`src/rtl/ipq_pkg.sv`:
```
package ipq_pkg;
  // First level the scan may consider for a given current priority.
  // At or below the threshold every level is open; above it only
  // levels strictly higher than the current priority are.
  function automatic int unsigned scan_start(input int unsigned ipl,
                                             input int unsigned thresh);
    return (ipl <= thresh) ? 0 : ipl + 1;
  endfunction
endpackage

```
`src/rtl/ipq_level.sv`:
```
module ipq_level #(
  parameter int VEC_W = 8,
  parameter int DEPTH = 8
) (
  input  logic             clk,
  input  logic             rst_n,
  input  logic             ins_en,
  input  logic [VEC_W-1:0] ins_vec,
  input  logic             rm_en,
  output logic             pending,
  output logic [VEC_W-1:0] min_vec,
  output logic             drop
);
  localparam int IW = (DEPTH > 1) ? $clog2(DEPTH) : 1;

  logic [DEPTH-1:0] valid_q;
  logic [VEC_W-1:0] vec_q [DEPTH];

  logic [IW-1:0]    best_idx;
  logic [IW-1:0]    free_idx;
  logic             has_free;
  logic             dup;
  logic             accept;
  logic [DEPTH-1:0] post_valid;
  logic [DEPTH-1:0] next_valid;

  // smallest pending vector and the slot that holds it
  always_comb begin
    best_idx = '0;
    min_vec  = '1;
    pending  = 1'b0;
    for (int i = 0; i < DEPTH; i++) begin
      if (valid_q[i] && (!pending || vec_q[i] < min_vec)) begin
        pending  = 1'b1;
        min_vec  = vec_q[i];
        best_idx = IW'(i);
      end
    end
  end

  // removal first, then the request sees the remaining set
  always_comb begin
    post_valid = valid_q;
    if (rm_en && pending) post_valid[best_idx] = 1'b0;
    dup      = 1'b0;
    has_free = 1'b0;
    free_idx = '0;
    for (int i = 0; i < DEPTH; i++) begin
      if (post_valid[i] && vec_q[i] == ins_vec) dup = 1'b1;
      if (!post_valid[i] && !has_free) begin
        has_free = 1'b1;
        free_idx = IW'(i);
      end
    end
    accept     = ins_en && !dup && has_free;
    drop       = ins_en && !dup && !has_free;
    next_valid = post_valid;
    if (accept) next_valid[free_idx] = 1'b1;
  end

  always_ff @(posedge clk) begin
    if (!rst_n) valid_q <= '0;
    else        valid_q <= next_valid;
  end

  always_ff @(posedge clk) begin
    if (accept) vec_q[free_idx] <= ins_vec;
  end
endmodule

```
`src/rtl/ipq_pick.sv`:
```
module ipq_pick #(
  parameter int LEVELS = 8,
  parameter int THRESH = 3,
  localparam int LW    = $clog2(LEVELS)
) (
  input  logic [LEVELS-1:0] pend_mask,
  input  logic [LW-1:0]     cur_ipl,
  output logic              found,
  output logic [LW-1:0]     sel
);
  import ipq_pkg::*;

  int unsigned start;

  always_comb begin
    start = scan_start(int'(cur_ipl), THRESH);
    found = 1'b0;
    sel   = '0;
    for (int l = 0; l < LEVELS; l++) begin
      if (!found && pend_mask[l] && l >= int'(start)) begin
        found = 1'b1;
        sel   = LW'(l);
      end
    end
  end
endmodule

```
`src/rtl/ipq_arbiter.sv`:
```
module ipq_arbiter #(
  parameter int LEVELS = 8,
  parameter int VEC_W  = 8,
  parameter int DEPTH  = 8,
  parameter int THRESH = 3,
  localparam int LW    = $clog2(LEVELS)
) (
  input  logic             clk,
  input  logic             rst_n,
  input  logic             req_valid,
  input  logic [LW-1:0]    req_level,
  input  logic [VEC_W-1:0] req_vector,
  input  logic [LW-1:0]    cur_ipl,
  input  logic             check,
  output logic             grant_valid,
  output logic [VEC_W-1:0] grant_vector,
  output logic [LW-1:0]    grant_level,
  output logic             overflow
);
  logic [LEVELS-1:0] pend_mask;
  logic [LEVELS-1:0] rm_en;
  logic [LEVELS-1:0] drop;
  logic [VEC_W-1:0]  lvl_min [LEVELS];
  logic              found;
  logic              take;
  logic [LW-1:0]     sel;

  for (genvar g = 0; g < LEVELS; g++) begin : g_lvl
    ipq_level #(.VEC_W(VEC_W), .DEPTH(DEPTH)) u_lvl (
      .clk    (clk),
      .rst_n  (rst_n),
      .ins_en (req_valid && req_level == LW'(g)),
      .ins_vec(req_vector),
      .rm_en  (rm_en[g]),
      .pending(pend_mask[g]),
      .min_vec(lvl_min[g]),
      .drop   (drop[g])
    );
    assign rm_en[g] = take && sel == LW'(g);
  end

  ipq_pick #(.LEVELS(LEVELS), .THRESH(THRESH)) u_pick (
    .pend_mask(pend_mask),
    .cur_ipl  (cur_ipl),
    .found    (found),
    .sel      (sel)
  );

  assign take = check && found;

  always_ff @(posedge clk) begin
    if (!rst_n) begin
      grant_valid  <= 1'b0;
      grant_vector <= '0;
      grant_level  <= '0;
      overflow     <= 1'b0;
    end else begin
      grant_valid <= take;
      overflow    <= |drop;
      if (take) begin
        grant_vector <= lvl_min[sel];
        grant_level  <= sel;
      end
    end
  end
endmodule

```
`config.mk`:
```
export PLATFORM = sky130hd
export DESIGN_NAME = ipq_arbiter
export DESIGN_NICKNAME = d
export VERILOG_FILES = /design/src/rtl/ipq_pkg.sv /design/src/rtl/ipq_level.sv /design/src/rtl/ipq_pick.sv /design/src/rtl/ipq_arbiter.sv
export SDC_FILE = /design/constraint.sdc
export NUM_CORES = 2
export LEC_CHECK = 0
export ABC_AREA = 1
export ABC_CLOCK_PERIOD_IN_PS = 10100
export BUFFER_PORTS_ARGS = -buffer_cell sky130_fd_sc_hd__clkbuf_2
export CORE_MARGIN = 2
export CORE_UTILIZATION = 59
export DETAILED_ROUTE_END_ITERATION = 16
export GPL_TIMING_DRIVEN = 0
export PLACE_DENSITY_LB_ADDON = 0.08
export SETUP_SLACK_MARGIN = 0.02
export SLEW_MARGIN = 20
export SYNTH_ARGS = -nofsm -noshare
export SYNTH_HDL_FRONTEND = slang
export SYNTH_SLANG_ARGS = --single-unit
```
`constraint.sdc`:
```
create_clock -name clk -period 10.1 [get_ports clk]
set_input_delay 2.02 -clock clk [delete_from_list [all_inputs] [get_ports clk]]
set_output_delay 2.02 -clock clk [all_outputs]
set_load 0.02 [all_outputs]
```
# [After elaboration in Yosys (flattened, before gate mapping)]
# Memory sizes are Yosys's and may differ from the RTL's.
# Cells that the tools add are included.
[totals] reg_bits=77 mem_bits_rw=512 input_bits=18 output_inout_bits=13 wordCells=1171 mem_count=8
[op_classes] add_sub_neg=1 magnitude_cmp=98 eq_ne=78 mux=451 bitwise_logic=25 reduce_logical=498
[memory_table] memory="g_lvl[0].u_lvl.vec_q" words=8 width=8 rd=8 rd_clocked_by_memory_dff=0 write_ports=1 line_no="ipq_level.sv:17" text="logic [VEC_W-1:0] vec_q [DEPTH];"
[memory_table] memory="g_lvl[1].u_lvl.vec_q" words=8 width=8 rd=8 rd_clocked_by_memory_dff=0 write_ports=1 line_no="ipq_level.sv:17"
[memory_table] memory="g_lvl[2].u_lvl.vec_q" words=8 width=8 rd=8 rd_clocked_by_memory_dff=0 write_ports=1 line_no="ipq_level.sv:17"
[memory_table] memory="g_lvl[3].u_lvl.vec_q" words=8 width=8 rd=8 rd_clocked_by_memory_dff=0 write_ports=1 line_no="ipq_level.sv:17"
[memory_table] memory="g_lvl[4].u_lvl.vec_q" words=8 width=8 rd=8 rd_clocked_by_memory_dff=0 write_ports=1 line_no="ipq_level.sv:17"
[memory_table] memory="g_lvl[5].u_lvl.vec_q" words=8 width=8 rd=8 rd_clocked_by_memory_dff=0 write_ports=1 line_no="ipq_level.sv:17"
[memory_table] memory="+2 memories"
[ops] cell="$mux W8" n=82
[ops] cell="$eq A8 B8 Y1" n=64
[ops] cell="$lt A8 B8 Y1" n=56
[ops] cell="$logic_and A1 B1 Y1" n=256
[ops] cell="$mux W1" n=249
[ops] cell="$mux W3" n=68
[ops] cell="$logic_not A1 Y1" n=183
[ops] cell="$ge A4 B32 Y1 const A" n=4
[ops] cell="$mux W2" n=34
[ops] cell="$and A8 B8 Y8" n=8
[ops] cell="$ge A3 B32 Y1 const A" n=2
[ops] cell="$lt A3 B4 Y1 const B" n=16
[ops] cell="$not A8 Y8" n=8
[ops] cell="$or A8 B8 Y8" n=8
[ops] cell="$logic_or A1 B1 Y1" n=56
[ops] cell="$demux W1 S3" n=16
[ops] cell="$ge A3 B1 Y1 const B" n=16
[ops] cell="$ge A1 B32 Y1 const A" n=1
[ops] cell="$ge A2 B32 Y1 const A" n=1
[ops] cell="$mux W32" n=1
[ops] cell="$bmux W8 S3" n=1
[ops] cell="$eq A3 B3 Y1 const B" n=8
[ops] cell="$eq A3 B2 Y1 const B" n=4
[ops] cell="$reduce_or A8 Y1" n=1
[ops] cell="6 further kinds" n=8

# [Depth between registers and ports, before layout]
# An unclocked memory read counts as a cell.
[depth] depth_word=91 ltp_mapped=101

# [Cells and area by module]
# From an unflattened synthesis, not the netlist that was laid out.
[hier_totals] hier_cells=5578 hier_area_um2=44844.3
[modules_own_cells] mod="ipq_level at g_lvl[3].u_lvl ..." n_inst=2 cells_per_inst=652 area_each_um2=5403.9 seq_area_each_um2=2082.0
[modules_own_cells] mod="ipq_level at g_lvl[7].u_lvl" n_inst=1 cells_per_inst=664 area_each_um2=5514.0 seq_area_each_um2=2082.0
[modules_own_cells] mod="ipq_level at g_lvl[1].u_lvl" n_inst=1 cells_per_inst=655 area_each_um2=5398.9 seq_area_each_um2=2082.0
[modules_own_cells] mod="ipq_level at g_lvl[0].u_lvl" n_inst=1 cells_per_inst=655 area_each_um2=5396.4 seq_area_each_um2=2082.0
[modules_own_cells] mod="ipq_level at g_lvl[5].u_lvl" n_inst=1 cells_per_inst=664 area_each_um2=5392.7 seq_area_each_um2=2082.0
[modules_own_cells] mod="ipq_level at g_lvl[6].u_lvl" n_inst=1 cells_per_inst=657 area_each_um2=5377.7 seq_area_each_um2=2082.0
[modules_own_cells] mod="ipq_level at g_lvl[2].u_lvl" n_inst=1 cells_per_inst=661 area_each_um2=5346.4 seq_area_each_um2=2082.0
[modules_own_cells] mod="ipq_arbiter" n_inst=1 cells_per_inst=266 area_each_um2=1335.0 seq_area_each_um2=260.2
[modules_own_cells] mod="ipq_pick" n_inst=1 cells_per_inst=52 area_each_um2=275.3 seq_area_each_um2=0.0

# [Worst setup path before layout]
# Ideal clock, no wire load.
[synth_path] kind="flip-flop to flip-flop" startpoint="register g_lvl[6].u_lvl.valid_q[0]" endpoint="memory g_lvl[6].u_lvl.vec_q[0][0], enable pin" t_arrival_ns=10.564 setup_slack_ns=-0.858 stages_incl_launch_ff=75 path_buffers=6 path_cell_list="dfxtp_1 > inv_2 > nor2_1 > ha_1 > a21oi_1 > nor2_1 > nor3b_1 > nand2_1 > nand2_2 > nand2_2 > clkbuf_1 > o21ai_0 > ha_1 > a21oi_1 > nor2_1 > a211oi_1 > nand2_1 > nand2_1 > [... 39 more ...] > ha_1 > a21oi_1 > nor2_1 > a211oi_1 > nand2_1 > nand2_1 > nand2_2 > nand2_1 > nand2_2 > o21ai_0 > nor2_1 > nand2_1 > nor2_1 > nand2_1 > nand2_1 > a21oi_1 > nand2_1 > nor4_1"
[synth_between] elab_chain_cells=64 elab_cells_between_ends=127 classes_between="order compare (9); eq/ne (1); mux (54); bitwise (2); reduce/logical (61)"
[synth_rtl] element="from (decl)" line_no="ipq_level.sv:16" text="logic [DEPTH-1:0] valid_q;"
[synth_rtl] element="from (signal assigned)" line_no="ipq_level.sv:63" text="else valid_q <= next_valid;"
[synth_rtl] element="branches (longest 39 deep; another with $lt A8 B8 Y1)"
[synth_rtl] element="$mux W8 (*)" line_no="ipq_level.sv:44" text="if (rm_en && pending) post_valid[best_idx] = 1'b0;"
[synth_rtl] element="$logic_not A1 Y1" line_no="ipq_level.sv:50" text="if (!post_valid[i] && !has_free) begin"
[synth_rtl] element="$logic_and A1 B1 Y1" line_no="ipq_level.sv:50"
[synth_rtl] element="$mux W1" line_no="ipq_level.sv:50"
[synth_rtl] element="$logic_not A1 Y1" line_no="ipq_level.sv:50"
[synth_rtl] element="$logic_and A1 B1 Y1" line_no="ipq_level.sv:50"
[synth_rtl] element="$mux W1" line_no="ipq_level.sv:50"
[synth_rtl] element="[... 10 more ...]"
[synth_rtl] element="$logic_and A1 B1 Y1" line_no="ipq_level.sv:50"
[synth_rtl] element="$mux W1" line_no="ipq_level.sv:50"
[synth_rtl] element="$logic_not A1 Y1" line_no="ipq_level.sv:50"
[synth_rtl] element="$logic_and A1 B1 Y1" line_no="ipq_level.sv:50"
[synth_rtl] element="$mux W1" line_no="ipq_level.sv:50"
[synth_rtl] element="$logic_and A1 B1 Y1" line_no="ipq_level.sv:55" text="accept = ins_en && !dup && has_free;"
[synth_rtl] element="$mux W1" line_no="ipq_level.sv:67" text="if (accept) vec_q[free_idx] <= ins_vec;"
[synth_rtl] element="$mux W1 (implied by the code)" line_no="ipq_level.sv:67"
[synth_rtl] element="to (decl)" line_no="ipq_level.sv:17"
# Mark *: on every way between the ends.

# [Worst setup path after layout]
[layout_path] startpoint="register g_lvl[1].u_lvl.valid_q[0]" endpoint="memory g_lvl[1].u_lvl.vec_q[7][3], enable pin"
[layout_between] elab_chain_cells=84 elab_cells_between_ends=152 classes_between="order compare (9); eq/ne (1); mux (64); bitwise (2); reduce/logical (76)"
[layout_rtl] element="from (decl)" line_no="ipq_level.sv:16"
[layout_rtl] element="from (signal assigned)" line_no="ipq_level.sv:63"
[layout_rtl] element="$mux W8 or $mux W1 (tied branches)" line_no="ipq_level.sv:33" text="if (valid_q[i] && (!pending || vec_q[i] < min_vec)) begin"
[layout_rtl] element="$lt A8 B8 Y1 or $logic_not A1 Y1 (tied branches)" line_no="ipq_level.sv:33"
[layout_rtl] element="$logic_or A1 B1 Y1" line_no="ipq_level.sv:33"
[layout_rtl] element="$logic_and A1 B1 Y1" line_no="ipq_level.sv:33"
[layout_rtl] element="$mux W8 or $mux W1 (tied branches)" line_no="ipq_level.sv:33"
[layout_rtl] element="$lt A8 B8 Y1 or $logic_not A1 Y1 (tied branches)" line_no="ipq_level.sv:33"
[layout_rtl] element="$logic_or A1 B1 Y1" line_no="ipq_level.sv:33"
[layout_rtl] element="$logic_and A1 B1 Y1" line_no="ipq_level.sv:33"
[layout_rtl] element="[... 68 more ...]"
[layout_rtl] element="$logic_and A1 B1 Y1" line_no="ipq_level.sv:50"
[layout_rtl] element="$mux W1" line_no="ipq_level.sv:50"
[layout_rtl] element="$logic_not A1 Y1" line_no="ipq_level.sv:50"
[layout_rtl] element="$logic_and A1 B1 Y1" line_no="ipq_level.sv:50"
[layout_rtl] element="$mux W1" line_no="ipq_level.sv:50"
[layout_rtl] element="$logic_and A1 B1 Y1" line_no="ipq_level.sv:55"
[layout_rtl] element="$mux W1" line_no="ipq_level.sv:67"
[layout_rtl] element="$mux W1 (implied by the code)" line_no="ipq_level.sv:67"
[layout_rtl] element="to (decl)" line_no="ipq_level.sv:17"
# Mark *: on every way between the ends. The rest lies on a longest branch, timed or not.

==> summary.md <==
| Metric | Value |
|---|---|
| Starting Density | `0.593` |
| Fmax | `89.0 MHz` |
| Yosys reg bits | `589` |
| P per Cell Area | `109 nW/um2` |
| EDFF count, synth | `512` |
| Asr flop ratio synth | `0` |
| DR DRC count | `0` |
| CTS Sinks | `589` |
| Crit path arrival time | `11560 ps` |
| I/O Buffers | `30` |
| CTS buffer count | `70` |
| Maximum vdd drop | `0.153 mV` |
| Syn Nets | `5754` |
| Most used DFF post-synth | `edfxtp_1` |
| Slowest CP cell | `ha_1` |
| Drt pass-1 iters | `14` |
| Final #Nets | `6241` |
| Violations in the final reports | `setup timing` |
| Setup slack after layout | `-1140 ps` |
| Crit path max fanout | `8` |
| Cell taking the most area after synthesis | `edfxtp_1` |
| Critical Path RT | `10420 ps` |
| Max-slew violation count | `0` |
| Starting DRT DRC Count | `4600` |
| Clock root buffer | `clkbuf_16` |
| # hold bufs at CTS | `0` |
| Ratio of cells with drive above 1 in the final layout | `0.279` |
| Area share of the largest cell type after synthesis | `0.357` |
| Synth warn | `0` |
| Clock Skews | `39.1 ps` |
| Row cnt | `99` |
| Clock Latency Late Sink | `650 ps` |
| Total Wirelength | `162000 um` |
| Hold crit path type | `flop to flop` |
| Most common cell on crit path | `nand2_1` |
| Tmin final | `11240 ps` |
| Final hold violations | `0` |
| Status | `complete, but fails checks` |
| Largest net degree at the start of global routing | `67` |
| HPWL Detailed | `101000 um` |
| # IOs | `31` |
| MaxCap Viol Count | `0` |
| Die X | `274 um` |
| Gr ovfl total | `0` |
| Pleak | `24.1 nW` |
| Die Footprint | `75100 um2` |
| Vias in the first global route | `38500` |
| Startpoint types | `flop` |
| Mapped Cells | `5415` |
| CP max stage delay | `340 ps` |
| Tot GR Track Use | `0.398` |
| RSZ-0062 raised after global routing | `yes` |
| Routability cong. | `0.986` |
| Sequential fraction of the synthesis area | `0.393` |
| Drt via density | `6.10` |
| Non-filler instance count after layout | `6921` |
| Filler cells | `4735` |
| Area of the multi-input gates | `28600 um2` |
| Post-Place Cells | `6421` |
| Core ar. | `72600 um2` |
| Die Height | `274 um` |
| Initial antenna violation count | `6` |
| Layout Area Growth over Synthesis | `31.8%` |
| Worst-margin pin slew | `1270 ps` |
| Longest Clk Path Bufs | `3` |
| Synthesized cell area | `43000 um2` |
| Clk pin slew, worst setup/hold paths | `70 ps` |
| Via Count | `42200` |
| Post-route ant nets | `0` |
| Crit end category | `flop` |
| Global-route wire length before repair | `225000 um` |
| Final setup fails | `585` |
| CTS tree | `done` |
| Final period util | `1.11` |
| Dpl ws | `-2700 ps` |
| Routed WL per cell | `23.5 um` |
| WS Path Type | `flop to flop` |
| Rel. slew slack | `0.154` |
| FF/Latch Area | `16900 um2` |
| Area contributors post-synth | `edfxtp_1 (36%), nand2_1 (12%), ha_1 (9.3%)` |
| Yosys cell types | `54` |
| H-Tree Depth | `3` |
| Synth Area per Inst | `7.95 um2` |
==> stage by stage <==
step                utilization  area [um2]  power [mW]  setup TNS [ps]  hold WS (ps)
CTS                       0.721       52400        6.11         -363830           518
finish                    0.781       56700        6.20         -371790           516
global route              0.781       56700        6.33         -711280           561
detailed placement        0.624       45300        3.30        -1327640           500
global placement          0.616       44700        3.28        -1249310           497
floorplan                     -       43300        3.03               0           533
==> flip-flops by register name, summed over array words and instances, names as in the netlist <==
name and count:
grant_valid 1, grant_vector 8, g_lvl.u_lvl.valid_q 64, g_lvl.u_lvl.vec_q 512
grant_level 3, overflow 1
==> worst max-delay path: cells and delay by family, from the launching register on <==
| family | cells | cell delay [ps] |
|---|---|---|
| flops | 1 | 330 |
| compound gates | 17 | 2540 |
| fa+ha+maj | 7 | 1830 |
| simple gates | 44 | 4370 |
| buf+inv | 15 | 1810 |
==> power breakdown <==
group,internal (mW),switching [mW]
Combinational,0.221,0.494
Clock,1.71,1.11
Sequential,2.65,0.0127
==> final cells by class <==
cell class              count  area share
multi-input cells        4144       0.504
flip-flops and latches    589       0.299
repair buffers            414      0.0700
inverters                 543      0.0386
clock buffers              88      0.0337
plain buffers             140      0.0228
well taps                 959      0.0212
clock inverters            41      0.0106
diodes                      3    0.000132
==> timing repair <==
action / 4_1_cts / 5_1_grt
buffers inserted: 187 / 148
cloned: 21 / 14
gates resized for setup: 835 / 674
pin swaps: 255 / 376
setup endpoints to repair: 585 / 585
==> path summary, 6_finish.rpt <==
path | slack [ps] | cells past startpoint | end | from
max | -1140 | 83 | g_lvl[1].u_lvl.vec_q[7][3] | g_lvl[1].u_lvl.valid_q[0]
min | 520 | 2 | grant_level[2] | grant_level[2]
max reg2reg | -1140 | 83 | g_lvl[1].u_lvl.vec_q[7][3] | g_lvl[1].u_lvl.valid_q[0]
min reg2reg | 520 | 2 | grant_level[2] | grant_level[2]
==> synth_stat cells (all sizes together) (4+ instances only) <==
library cell / number
a211oi: 55
a32oi: 4
xor2: 280
nor4: 63
or2: 12
a31oi: 6
inv: 540
o211ai: 13
o21ai: 414
a2111oi: 4
a21oi: 204
nor3: 34
ha: 321
o21bai: 25
nor2: 546
nand3b: 12
buf: 45
o21a: 4
xnor2: 202
clkbuf: 93
edfxtp: 512
nand4: 72
nand2: 1491
nor3b: 8
dfxtp: 77
nand3: 355
==> per-layer routing <==
layer	global-route usage	vias to the layer above	part of all wire
met2	0.624	2380	0.44
met3	0.0972	738	0.11
li1	-	19200	-
met5	0	-	0.00041
met1	0.501	19900	0.37
met4	0.229	10	0.076
==> logic make-up (layout without fill, tap and decap cells) <==
group | Yosys count | count (layout) | synth area share
other cells | 0 | 3 | 0
buf+inv | 684 | 1226 | 0.0618
xor+xnor | 482 | 482 | 0.0981
fa+ha+maj | 321 | 321 | 0.0933
simple gates | 2594 | 2596 | 0.259
flops | 589 | 589 | 0.393
compound gates | 745 | 745 | 0.0948
==> placed cells by master (no fill, tap or decap), types with 129 or more instances in the layout <==
master / Yosys / layout
inv_1: 517 / 473
ha_1: 321 / 225
nand2_2: 90 / 211
buf_4: 14 / 312
edfxtp_1: 512 / 512
nand2_1: 1382 / 1187
nand3_1: 353 / 322
xnor2_1: 202 / 202
a21oi_1: 204 / 148
o21ai_2: 3 / 129
nor2_1: 519 / 379
xor2_1: 280 / 280
No activity file was read; power rests on OpenSTA's default activity.
